[config.mk]
export PLATFORM = sky130hd
export DESIGN_NAME = srt_qdigit_table
export DESIGN_NICKNAME = d
export VERILOG_FILES = /design/src/rtl/srt_qsel_pkg.sv /design/src/rtl/srt_digit_window.sv /design/src/rtl/srt_reach_check.sv /design/src/rtl/srt_digit_pick.sv /design/src/rtl/srt_qdigit_table.sv
export SDC_FILE = /design/constraint.sdc
export NUM_CORES = 1
export LEC_CHECK = 0
export BUFFER_PORTS_ARGS = -buffer_cell sky130_fd_sc_hd__buf_2
export CORE_MARGIN = 5
export CORE_UTILIZATION = 65
export DETAILED_ROUTE_END_ITERATION = 10
export PLACE_DENSITY = 0.82
export REMOVE_ABC_BUFFERS = 1
export SLEW_MARGIN = 20
export SYNTH_ARGS = -nofsm -noshare
export SYNTH_HDL_FRONTEND = slang
export SYNTH_HIERARCHICAL = 1
export SYNTH_SLANG_ARGS = --single-unit
[constraint.sdc]
create_clock -name vclk -period 10.9
set_input_delay 1.635 -clock vclk [all_inputs]
set_output_delay 1.635 -clock vclk [all_outputs]
set_load 0.005 [all_outputs]
[src/rtl/srt_qsel_pkg.sv]
package srt_qsel_pkg;

    // Signed digit as two magnitude flags plus a sign
    typedef struct packed {
        logic neg;
        logic one;
        logic two;
    } qdigit_t;

    // Scaled bound test: coef/3 * D <= p, with D = dn / 2^DF and p = pe / 2^PF.
    // Both sides are brought to a common scale: dsc = 2^PF, psc = 3 * 2^DF.
    function automatic logic lower_holds(input int coef, input int dn, input int pe,
                                         input int dsc, input int psc);
        return (coef * dn * dsc) <= (pe * psc);
    endfunction

    function automatic logic upper_holds(input int coef, input int dn, input int pe,
                                         input int dsc, input int psc);
        return (pe * psc) <= (coef * dn * dsc);
    endfunction

endpackage

[src/rtl/srt_digit_window.sv]
// Tests whether digit magnitude MAG, carrying the sign of the estimate, is legal
// over the whole cell: divisor step [dn, dn+1] and true remainder [P, P+1+SHORT].
// With SKIP_OUTER set, the bound facing away from zero is not tested; reachable
// points never cross it for the largest magnitude.
module srt_digit_window
    import srt_qsel_pkg::*;
#(
    parameter int P_W        = 7,
    parameter int P_FRAC     = 3,
    parameter int D_W        = 4,
    parameter int SHORT      = 1,
    parameter int MAG        = 0,
    parameter bit SKIP_OUTER = 1'b0
) (
    input  logic [P_W-1:0] rem_est,
    input  logic [D_W-1:0] div_frac,
    output logic           legal
);
    localparam int DSC = 1 << P_FRAC;
    localparam int PSC = 3 << D_W;
    localparam int ONE = 1 << D_W;

    typedef struct packed {
        int p_lo;
        int p_hi;
        int dn_lo;
        int dn_hi;
        int k;
        int c_lo;
        int c_hi;
        int dn_for_lo;
        int dn_for_hi;
        logic lo_ok;
        logic hi_ok;
        logic ok;
    } win_t;

    win_t win_d;

    always_comb begin
        win_d       = '0;
        win_d.p_lo  = int'($signed(rem_est));
        win_d.p_hi  = win_d.p_lo + 1 + SHORT;
        win_d.dn_lo = ONE + int'(div_frac);
        win_d.dn_hi = win_d.dn_lo + 1;
        win_d.k     = rem_est[P_W-1] ? -MAG : MAG;
        win_d.c_lo  = 3 * win_d.k - 2;
        win_d.c_hi  = 3 * win_d.k + 2;
        // The binding divisor corner depends on the sign of the bound slope
        win_d.dn_for_lo = (win_d.c_lo > 0) ? win_d.dn_hi : win_d.dn_lo;
        win_d.dn_for_hi = (win_d.c_hi > 0) ? win_d.dn_lo : win_d.dn_hi;
        win_d.lo_ok = lower_holds(win_d.c_lo, win_d.dn_for_lo, win_d.p_lo, DSC, PSC);
        win_d.hi_ok = upper_holds(win_d.c_hi, win_d.dn_for_hi, win_d.p_hi, DSC, PSC);
        if (SKIP_OUTER) begin
            if (rem_est[P_W-1]) win_d.lo_ok = 1'b1;
            else                win_d.hi_ok = 1'b1;
        end
        win_d.ok = win_d.lo_ok & win_d.hi_ok;
    end

    assign legal = win_d.ok;

endmodule

[src/rtl/srt_reach_check.sv]
// A cell is reachable when some point in it meets |p| <= 8/3 * D.
module srt_reach_check
    import srt_qsel_pkg::*;
#(
    parameter int P_W    = 7,
    parameter int P_FRAC = 3,
    parameter int D_W    = 4,
    parameter int SHORT  = 1
) (
    input  logic [P_W-1:0] rem_est,
    input  logic [D_W-1:0] div_frac,
    output logic           reach
);
    localparam int DSC = 1 << P_FRAC;
    localparam int PSC = 3 << D_W;
    localparam int ONE = 1 << D_W;

    typedef struct packed {
        int   p_lo;
        int   p_hi;
        int   dn_hi;
        logic ok;
    } rch_t;

    rch_t rch_d;

    always_comb begin
        rch_d       = '0;
        rch_d.p_lo  = int'($signed(rem_est));
        rch_d.p_hi  = rch_d.p_lo + 1 + SHORT;
        rch_d.dn_hi = ONE + int'(div_frac) + 1;
        // The widest divisor gives the loosest limit in both directions
        if (rem_est[P_W-1])
            rch_d.ok = lower_holds(-8, rch_d.dn_hi, rch_d.p_hi, DSC, PSC);
        else
            rch_d.ok = upper_holds(8, rch_d.dn_hi, rch_d.p_lo, DSC, PSC);
    end

    assign reach = rch_d.ok;

endmodule

[src/rtl/srt_digit_pick.sv]
// Chooses the smallest legal magnitude; unreachable cells fall to magnitude 2.
module srt_digit_pick
    import srt_qsel_pkg::*;
(
    input  logic [2:0] mag_legal,
    input  logic       reach,
    input  logic       est_neg,
    output qdigit_t    digit
);
    qdigit_t pick_d;

    always_comb begin
        pick_d = '0;
        if (!reach) begin
            pick_d.two = 1'b1;
        end else if (mag_legal[0]) begin
            pick_d.two = 1'b0;
        end else if (mag_legal[1]) begin
            pick_d.one = 1'b1;
        end else begin
            pick_d.two = 1'b1;
        end
        pick_d.neg = est_neg & (pick_d.one | pick_d.two);
    end

    assign digit = pick_d;

    always_comb begin
        // flags never both set
        a_r2_mag_onehot: assert ($onehot0({digit.one, digit.two}))
            else $error("R2: both magnitude flags set");
        // a reachable cell always gets a digit whose window holds
        a_r4_legal_digit: assert (!reach || (digit.one ? mag_legal[1] :
                                             digit.two ? mag_legal[2] : mag_legal[0]))
            else $error("R4: selected digit outside its bounds");
        // a larger magnitude only when the smaller ones fail
        a_r5_min_mag: assert (!(reach && (digit.one || digit.two)) || !mag_legal[0])
            else $error("R5: non-zero digit where zero was legal");
        // unreachable cells never read as zero
        a_r6_fill_two: assert (reach || digit.two)
            else $error("R6: unreachable cell not magnitude 2");
        // sign only on a non-zero digit and only for a negative estimate
        a_r3_sign: assert (!digit.neg || (est_neg && (digit.one || digit.two)))
            else $error("R3: sign flag inconsistent");
    end

endmodule

[src/rtl/srt_qdigit_table.sv]
module srt_qdigit_table
    import srt_qsel_pkg::*;
#(
    parameter int P_W    = 7,
    parameter int P_FRAC = 3,
    parameter int D_W    = 4,
    parameter int SHORT  = 1
) (
    input  logic [P_W-1:0] rem_est_i,
    input  logic [D_W-1:0] div_frac_i,
    output logic           mag_one_o,
    output logic           mag_two_o,
    output logic           dig_neg_o
);
    localparam int N_MAG = 3;

    logic [N_MAG-1:0] mag_legal;
    logic             reach;
    qdigit_t          digit;

    for (genvar m = 0; m < N_MAG; m++) begin : g_win
        srt_digit_window #(
            .P_W       (P_W),
            .P_FRAC    (P_FRAC),
            .D_W       (D_W),
            .SHORT     (SHORT),
            .MAG       (m),
            .SKIP_OUTER(m == N_MAG - 1)
        ) u_win (
            .rem_est (rem_est_i),
            .div_frac(div_frac_i),
            .legal   (mag_legal[m])
        );
    end

    srt_reach_check #(
        .P_W   (P_W),
        .P_FRAC(P_FRAC),
        .D_W   (D_W),
        .SHORT (SHORT)
    ) u_reach (
        .rem_est (rem_est_i),
        .div_frac(div_frac_i),
        .reach   (reach)
    );

    srt_digit_pick u_pick (
        .mag_legal(mag_legal),
        .reach    (reach),
        .est_neg  (rem_est_i[P_W-1]),
        .digit    (digit)
    );

    assign mag_one_o = digit.one;
    assign mag_two_o = digit.two;
    assign dig_neg_o = digit.neg;

    always_comb begin
        // a non-negative estimate never yields a negative digit
        a_r1_sign_source: assert (rem_est_i[P_W-1] || !dig_neg_o)
            else $error("R1: negative digit from non-negative estimate");
    end

endmodule

# Yosys cells after proc, flatten, opt, wreduce, memory -nomap -nowiden
# Cells that the tools add are included.
# Widths: inputs -> output; s select.
[op_classes]
n_addsub = 8
mul = 5
magnitude_cmp = 8
mux = 10
bitwise = 4
[op_table]
columns = ["cell", "count"]
rows = [
  ["$le 32x32->1", 6],
  ["$mux 32", 3],
  ["$gt 32x1->1 const B", 2],
  ["$mul 32x32->29", 2],
  ["$add 32x2->32 const B", 1],
  ["$add 32x3->32 const B", 1],
  ["$mul 3x32->32 const A", 1],
  ["$mul 32x3->28 const B", 1],
  ["$sub 32x3->32 const B", 1],
  ["$neg 28->28", 1],
  ["$neg 26->26", 1],
  ["$mul 7x3->10 const B", 1],
  ["$add 7x2->8 const B", 1],
  ["$add 6x1->7 const B", 1],
  ["$mux 1", 7],
  ["$add 5x4->6 const A", 1],
  ["$and 1x1->1", 3],
  ["$or 1x1->1", 1],
]
[totals]
reg_bits = 0
in_bits = 11
elab_cells = 35

# Logic depth before layout (Yosys ltp)
# Gate-level depths: netlist of the first run.
[logic_depth]
ltp_word = 13
ltp_mapped = 30

# Hierarchy
# The synthesis of the first run kept the hierarchy.
[modules_own_cells]
columns = ["module", "instances", "cells_per_inst", "area_each_um2", "seq_area_each_um2"]
rows = [
  ["srt_digit_window at g_win[1].u_win", 1, 574, 4569.4, 0.0],
  ["srt_digit_window at g_win[2].u_win", 1, 517, 4117.7, 0.0],
  ["srt_reach_check", 1, 163, 1323.8, 0.0],
  ["srt_digit_window at g_win[0].u_win", 1, 143, 1171.1, 0.0],
  ["srt_digit_pick", 1, 3, 21.3, 0.0],
]

# Worst setup path before layout of the first run
# Ideal clock, no wire load.
[synth_timing]
path_type = "input to output"
from = "in rem_est_i[6]"
to = "out mag_two_o"
arrival_time_ns = 7.656
t_required_ns = 9.265
setup_slack_ns = 1.609
cell_stages = 26
n_path_buf = 1
cell_sequence = "clkbuf_1 nand2_1 inv_1 nand3_1 xnor2_1 fa_1 fa_1 inv_1 fa_1 fa_1 inv_1 ha_1 nor2b_1 o21a_1 o41ai_4 o21ai_0 fa_1 inv_1 ha_1 nand4_1 nor3_1 o31ai_1 a21oi_1 nand3_1 o2111a_1 o21ai_0"
[synth_between]
elab_chain_cells = 11
[synth_rtl]
columns = ["item", "line", "source"]
rows = [
  ["start, declared", "srt_qdigit_table.sv:9", "input logic [P_W-1:0] rem_est_i,"],
  ["$mux 32", "srt_digit_window.sv:46", "win_d.k = rem_est[P_W-1] ? -MAG : MAG;"],
  ["$mul 3x32->32", "srt_digit_window.sv:47, srt_digit_window.sv:48", ""],
  ["$sub 32x3->32 or $add 32x3->32 (tied branches)", "srt_digit_window.sv:47, srt_digit_window.sv:48", ""],
  ["$gt 32x1->1, on equally long branches", "srt_digit_window.sv:50, srt_digit_window.sv:51", ""],
  ["$mux 32, on equally long branches", "srt_digit_window.sv:50, srt_digit_window.sv:51", ""],
  ["$mul 32x32->29, on equally long branches", "srt_qsel_pkg.sv:14, srt_qsel_pkg.sv:19", ""],
  ["$le 32x32->1, on equally long branches", "srt_qsel_pkg.sv:14, srt_qsel_pkg.sv:19", ""],
  ["$and 1x1->1 (*)", "srt_digit_window.sv:58", "win_d.ok = win_d.lo_ok & win_d.hi_ok;"],
  ["net mag_legal[1]", "srt_qdigit_table.sv:17", "logic [N_MAG-1:0] mag_legal;"],
  ["$mux 1 (*)", "srt_digit_pick.sv:18", "end else if (mag_legal[1]) begin"],
  ["$mux 1 (*)", "srt_digit_pick.sv:16", "end else if (mag_legal[0]) begin"],
  ["$mux 1 (*)", "srt_digit_pick.sv:14", "if (!reach) begin"],
  ["end, declared", "srt_qdigit_table.sv:12", "output logic mag_two_o,"],
]
# Mark *: on every way through the listed nets, which the timed path passes. The rest lies on a longest branch.

# Worst setup path in the final report of the first run
# Same ends and word-level chain as after synthesis.

==> impl_metrics.py, run 1 <==
metrics = {
    "cells_and_area": {
        "layout-drive-gt1-share": 0.0495,
        "clockBufferCount": 0,
        "finalInstanceArea_um2": 7300,
        "fin_nets": 1154,
        "regArea_um2": 0,
        "syn2layout_area_growth_pct": 2.97,
        "diodes": 0,
        "seq_cell_count": 0,
    },
    "floorplan": {
        "die_h_um": 114,
        "core_um2": 10700,
        "die_w_um": 114,
        "die-area_um2": 13100,
        "start_util": 0.659,
        "num_rows": 38,
        "ios": 14,
    },
    "detailed_routing": {
        "wl_per_cell_um": 14.2,
        "drcViolationCount": 0,
        "ant_nets": 0,
        "drt-pass1-iter-count": 5,
        "num_vias": 6071,
        "vias_per_cell": 5.90,
        "drtIter0Drc": 450,
        "finalWirelength_um": 14600,
    },
    "critical_path": {
        "crit_family": "adder cells",
        "worstSetupPathType": "input port to primary output",
        "crit_buf_inv": 6,
        "endpoint_kind": "primary output",
        "crit_path_frequent_cell": "fa_1",
        "cp-start-kind": "input port",
        "crit_slowest_cell": "fa_1",
        "critPathMaxFanout": 12,
        "critPathArrivalTime_ps": 8330,
        "crit_path_max_incr_delay_ps": 540,
        "required_ps": 9270,
    },
    "global_route": {
        "overflow": 0,
        "grt_pass1_wl_um": 26400,
        "antenna_found_initial": 0,
        "grt_pass1_vias": 6066,
        "grt_max_degree": 24,
        "grt_usage": 0.233,
    },
    "timing": {
        "final-hold-violation-count": 0,
        "tns_ps": 0,
        "worst_slew_pin_slew_ps": 822,
        "fin_crit_ps": 9970,
        "finalMaxSlewViolations": 0,
        "max_freq_mhz": 100,
        "post-route-period-util": 0.915,
        "slew_headroom": 0.452,
        "finalSetupViolCount": 0,
        "rsz0062_at_grt": "no",
    },
    "power": {
        "leakage_nw": 3.80,
        "power_density_nw_per_um2": 184,
        "finalPower_mw": 1.34,
        "peakVddDrop_v": 0.000181,
    },
    "synth": {
        "syn-cell-area_um2": 7090,
        "syn_inst": 883,
        "syn_avg_cell_area_um2": 8.02,
        "yosysWarningCount": 6,
    },
    "outcome": {
        "outcome": "complete, no violations",
    },
    "clock_tree": {
        "postCtsSetupRepairBufs": 0,
        "cts_resized": 0,
        "hold_buffers": 0,
    },
    "run": {
        "drv_cap": 0,
    },
    "placement": {
        "place_congestion": 0.953,
        "io_buffers": 14,
        "hpwl_um": 12900,
        "placed_cell_area_um2": 7300,
    },
    "worst_hold_path": {
        "hp-class": "input port to primary output",
    },
}
==> layer usage <==
| metal | routed length, um | global-route usage | up-vias | share of wire |
|---|---|---|---|---|
| met5 | 0 | 0 | - | 0 |
| met4 | 87 | 0.0174 | 0 | 0.0060 |
| met3 | 413 | 0.00423 | 10 | 0.028 |
| met2 | 6970 | 0.421 | 104 | 0.48 |
| met1 | 7100 | 0.324 | 2817 | 0.49 |
| li1 | - | - | 3140 | - |
==> metrics by stage <==
stage | setup WS (ps) | utilization | hold slack (ps) | std cells
2_1_floorplan | 1950 | - | 3390 | 872
3_3_place_gp | 1280 | 0.679 | 3950 | 1029
3_5_place_dp | 1020 | 0.679 | 3970 | 1029
4_1_cts | 1000 | 0.679 | 3970 | 1029
5_1_grt | 454 | 0.679 | 4010 | 1029
6_report | 931 | 0.679 | 3970 | 1029
==> final timing paths <==
kind | start | endpoint | slack [ps] | depth (start not counted)
max | rem_est_i[6] | mag_two_o | 930 | 27
min | rem_est_i[6] | dig_neg_o | 3970 | 4
==> power breakdown <==
part	internal [mW]	switching, mW	leakage, nW
clock	0	0	0
sequential	0	0	0
combinational	0.577	0.767	3.80
==> final cells by class <==
type	instances	area (um2)
multi-input combinational	738	6530
fill	945	3450
inverter	134	503
tap	140	175
timing repair buffer	17	92.6
==> layout by cell type, fill, tap and decap left out, types with 11 or more instances in the layout <==
cell type,instances
fa_1,38
o31ai_1,18
nor2b_1,11
nand3_1,26
xor2_1,19
inv_1,134
nand2_1,54
ha_1,214
o21ai_0,30
nor3_1,16
a21oi_1,70
nor2_1,36
a21o_1,19
buf_2,14
nand4_1,15
xnor2_1,47
(Power assumes the default switching activity.)
==> run 2, diff against run 1 <==
==> constraint.sdc (replaced) <==
create_clock -name vclk -period 10.75
set_input_delay 1.6125 -clock vclk [all_inputs]
set_output_delay 1.6125 -clock vclk [all_outputs]
set_load 0.005 [all_outputs]
==> impl_metrics.py, run 2 (synthesis gave the netlist of run 1 again) <==
metrics = {
    "global_route": {
        "grt_pass1_vias": 5819,
        "grt_max_degree": 24,
        "overflow": 0,
        "grt_pass1_wl_um": 25400,
        "antenna_found_initial": 0,
        "grt_usage": 0.226,
    },
    "placement": {
        "placed_cell_area_um2": 7300,
        "place_congestion": 0.952,
        "io_buffers": 14,
        "hpwl_um": 12500,
    },
    "cells_and_area": {
        "finalInstanceArea_um2": 7300,
        "syn2layout_area_growth_pct": 2.97,
        "regArea_um2": 0,
        "layout_common_cells": "ha_1 (214), inv_1 (134), a21oi_1 (70)",
        "layout_commonest_cell": "ha_1",
        "fin_nets": 1154,
        "layout-drive-gt1-share": 0.0495,
        "clockBufferCount": 0,
        "n_fill_cell": 936,
        "seq_cell_count": 0,
        "diodes": 0,
    },
    "detailed_routing": {
        "ant_nets": 0,
        "drtIter0Drc": 449,
        "drt-pass1-iter-count": 5,
        "finalWirelength_um": 14300,
        "num_vias": 6027,
        "vias_per_cell": 5.86,
        "wl_per_cell_um": 13.9,
        "drcViolationCount": 0,
    },
    "clock_tree": {
        "cts_resized": 0,
        "hold_buffers": 0,
        "postCtsSetupRepairBufs": 0,
    },
    "timing": {
        "worst_slew_pin_slew_ps": 870,
        "finalSetupViolCount": 0,
        "finalMaxSlewViolations": 0,
        "slew_headroom": 0.420,
        "rsz0062_at_grt": "no",
        "tns_ps": 0,
        "fin_crit_ps": 9820,
        "post-route-period-util": 0.913,
        "max_freq_mhz": 102,
        "final-hold-violation-count": 0,
    },
    "worst_hold_path": {
        "hold_path_depth": 4,
        "hp-start": "rem_est_i[6]",
        "hp-class": "input port to primary output",
        "hold_end": "dig_neg_o",
    },
    "run": {
        "drv_cap": 0,
    },
    "power": {
        "power_density_nw_per_um2": 186,
        "peakVddDrop_v": 0.000199,
        "leakage_nw": 3.80,
    },
    "critical_path": {
        "critPathMaxFanout": 18,
        "crit_path_max_incr_delay_ps": 540,
        "required_ps": 9140,
        "crit_family": "adder cells",
        "critPathArrivalTime_ps": 8210,
        "endpoint_kind": "primary output",
        "cp-start-kind": "input port",
        "worstSetupPathType": "input port to primary output",
        "crit_slowest_cell": "fa_1",
        "crit_buf_inv": 5,
    },
    "floorplan": {
        "start_util": 0.659,
        "ios": 14,
        "die-area_um2": 13100,
        "core_um2": 10700,
        "die_w_um": 114,
        "die_h_um": 114,
        "num_rows": 38,
    },
    "outcome": {
        "outcome": "complete, no violations",
    },
}
run 2: cell counts in the layout (fill, tap and decap cells not counted):
Identical to the previous run, type by type.
run 2: how the worst max path moves through the flow:
stage,cells after the start,slack [ps],from,end
CTS,28,1000,div_frac_i[0],mag_one_o
global route,27,470,rem_est_i[6],mag_one_o
detailed placement,27,1010,rem_est_i[6],mag_one_o
finish,28,930,div_frac_i[0],mag_one_o
global placement,27,1180,rem_est_i[6],mag_one_o
floorplan,26,1840,div_frac_i[0],mag_two_o
run 2: final cells by class:
class	instances	area, um2	share of cell area
Timing Repair Buffer	17	92.6	0.0127
Inverter	134	503	0.0689
Multi-Input combinational cell	738	6530	0.894
Tap cell	140	175	0.0240
run 2: worst min-delay path, cell delays in order:
cell and delay, ps:
buf_2 190, buf_4 250, a21boi_0 140, buf_2 120
run 2: per-layer routing:
metal  up-vias  track usage  wire length (um)
met1      2775        0.319              7010
li1       3131            -                 -
met5         -            0                 0
met3        14       0.0111               547
met4         0       0.0190               100
met2       107        0.395              6640
run 2: report_power, final:
group          leakage (nW)  switching (mW)  total, mW  internal [mW]
Combinational          3.80           0.771       1.35          0.582
Clock                     0               0          0              0
Sequential                0               0          0              0
run 2: stage by stage:
step	utilization	instances	power [mW]	hold slack (ps)	setup slack (ps)
floorplan	-	872	1.05	3340	1840
global placement	0.679	1029	1.30	3910	1180
detailed placement	0.679	1029	1.34	3920	1010
CTS	0.679	1029	1.35	3920	999
global route	0.679	1029	1.57	3950	465
finish	0.679	1029	1.35	3930	930
==> run 3, diff against run 2 <==
--- a/config.mk
+++ b/config.mk
@@ -5,7 +5,7 @@
 export SDC_FILE = /design/constraint.sdc
 export NUM_CORES = 1
 export LEC_CHECK = 0
-export BUFFER_PORTS_ARGS = -buffer_cell sky130_fd_sc_hd__buf_2
+export BUFFER_PORTS_ARGS = -buffer_cell sky130_fd_sc_hd__clkbuf_2
 export CORE_MARGIN = 5
 export CORE_UTILIZATION = 65
 export DETAILED_ROUTE_END_ITERATION = 10
==> impl_metrics.py, run 3 (synthesis gave the netlist of run 1 again) <==
metrics = {
    "cells_and_area": {
        "diodes": 0,
        "seq_cell_count": 0,
        "layout-drive-gt1-share": 0.0495,
        "clockBufferCount": 0,
        "regArea_um2": 0,
        "syn2layout_area_growth_pct": 2.97,
        "finalInstanceArea_um2": 7300,
        "layout_commonest_cell": "ha_1",
        "layout_common_cells": "ha_1 (214), inv_1 (134), a21oi_1 (70)",
        "stdcell_count": 1029,
        "fin_nets": 1154,
        "final_util": 0.679,
    },
    "timing": {
        "max_freq_mhz": 101,
        "rsz0062_at_grt": "no",
        "post-route-period-util": 0.921,
        "final-hold-violation-count": 0,
        "finalSetupViolCount": 0,
        "worst_slew_pin_slew_ps": 839,
        "fin_crit_ps": 9900,
        "finalMaxSlewViolations": 0,
        "tns_ps": 0,
        "slew_headroom": 0.440,
        "layout_setup_ws_ps": 848,
    },
    "critical_path": {
        "critPathMaxFanout": 18,
        "cp-start-kind": "input port",
        "worstSetupPathType": "input port to primary output",
        "endpoint_kind": "primary output",
        "required_ps": 9140,
        "critPathArrivalTime_ps": 8290,
    },
    "detailed_routing": {
        "ant_nets": 0,
        "vias_per_cell": 5.88,
        "drcViolationCount": 0,
        "num_vias": 6049,
        "drt-pass1-iter-count": 5,
        "drtIter0Drc": 380,
        "wl_per_cell_um": 13.8,
        "finalWirelength_um": 14100,
    },
    "placement": {
        "io_buffers": 14,
        "place_congestion": 0.916,
        "hpwl_um": 12500,
        "placed_cell_area_um2": 7300,
        "dp_slack_ps": 913,
        "place_inst": 1029,
    },
    "power": {
        "peakVddDrop_v": 0.000196,
        "swShare": 0.569,
        "clkPwrFrac": 0,
        "p_switching_uw": 769,
        "p_comb_frac": 1.000,
        "intPower_uw": 582,
        "power_density_nw_per_um2": 185,
        "leakage_nw": 3.81,
        "pwr-share-seq": 0,
    },
    "floorplan": {
        "ios": 14,
        "core_um2": 10700,
        "die_h_um": 114,
        "die_w_um": 114,
        "die-area_um2": 13100,
        "num_rows": 38,
        "start_util": 0.659,
    },
    "outcome": {
        "outcome": "complete, no violations",
    },
    "run": {
        "drv_cap": 0,
    },
    "clock_tree": {
        "postCtsSetupRepairBufs": 0,
        "hold_buffers": 0,
        "cts_resized": 0,
    },
    "global_route": {
        "grt_pass1_vias": 5802,
        "overflow": 0,
        "grt_usage": 0.225,
        "antenna_found_initial": 0,
        "grt_max_degree": 24,
        "grt_pass1_wl_um": 25500,
    },
    "worst_hold_path": {
        "hp-class": "input port to primary output",
    },
}
## run 3: cell count changes in the layout (fill, tap and decap cells not counted)
| cell | delta |
|---|---|
| clkbuf_2 | +14 |
| buf_2 | -14 |
## run 3: critical path, cell delays in order
cell	delay, ps
clkbuf_2	260
ha_1	360
and2_1	200
a21oi_1	210
and2_1	240
a21oi_1	80
ha_1	200
or2_2	310
fa_1	480
inv_1	50
fa_1	460
fa_1	550
inv_1	40
ha_1	300
o21a_1	150
o41ai_4	460
o21ai_0	220
fa_1	510
inv_1	40
ha_1	310
nand4_1	110
nor3_1	240
o31ai_1	110
a21oi_1	200
nand3_1	100
o2111a_1	180
o21ai_0	150
clkbuf_2	130
## run 3: layout make-up
type | count | area [um2]
tap | 140 | 175
inverter | 134 | 503
fill | 932 | 3450
timing repair buffer | 17 | 92.6
multi-input combinational | 738 | 6530
## run 3: through the flow
stage | hold WS (ps) | power (mW)
2_1_floorplan | 3340 | 1.05
3_3_place_gp | 3960 | 1.30
3_5_place_dp | 3970 | 1.34
4_1_cts | 3970 | 1.35
5_1_grt | 4010 | 1.56
6_report | 3970 | 1.35
## run 3: final timing paths
path,endpoint,start,slack [ps],cells after the start
worst min-delay path,dig_neg_o,rem_est_i[6],3970,4
worst max-delay path,mag_two_o,div_frac_i[0],850,28
## run 3: power groups by stage
| stage | clock, mW | combinational, mW | sequential (mW) |
|---|---|---|---|
| final | 0 | 1.35 | 0 |
| after global routing | 0 | 1.56 | 0 |
| after CTS | 0 | 1.35 | 0 |
| after detailed placement | 0 | 1.34 | 0 |
| after global placement | 0 | 1.30 | 0 |
| after floorplan | 0 | 1.05 | 0 |
## run 3: layer usage
metal | part of all wire | global-route usage
met5 | 0 | 0
met3 | 0.033 | 0.0132
met4 | 0.012 | 0.0277
met2 | 0.46 | 0.388
met1 | 0.50 | 0.318
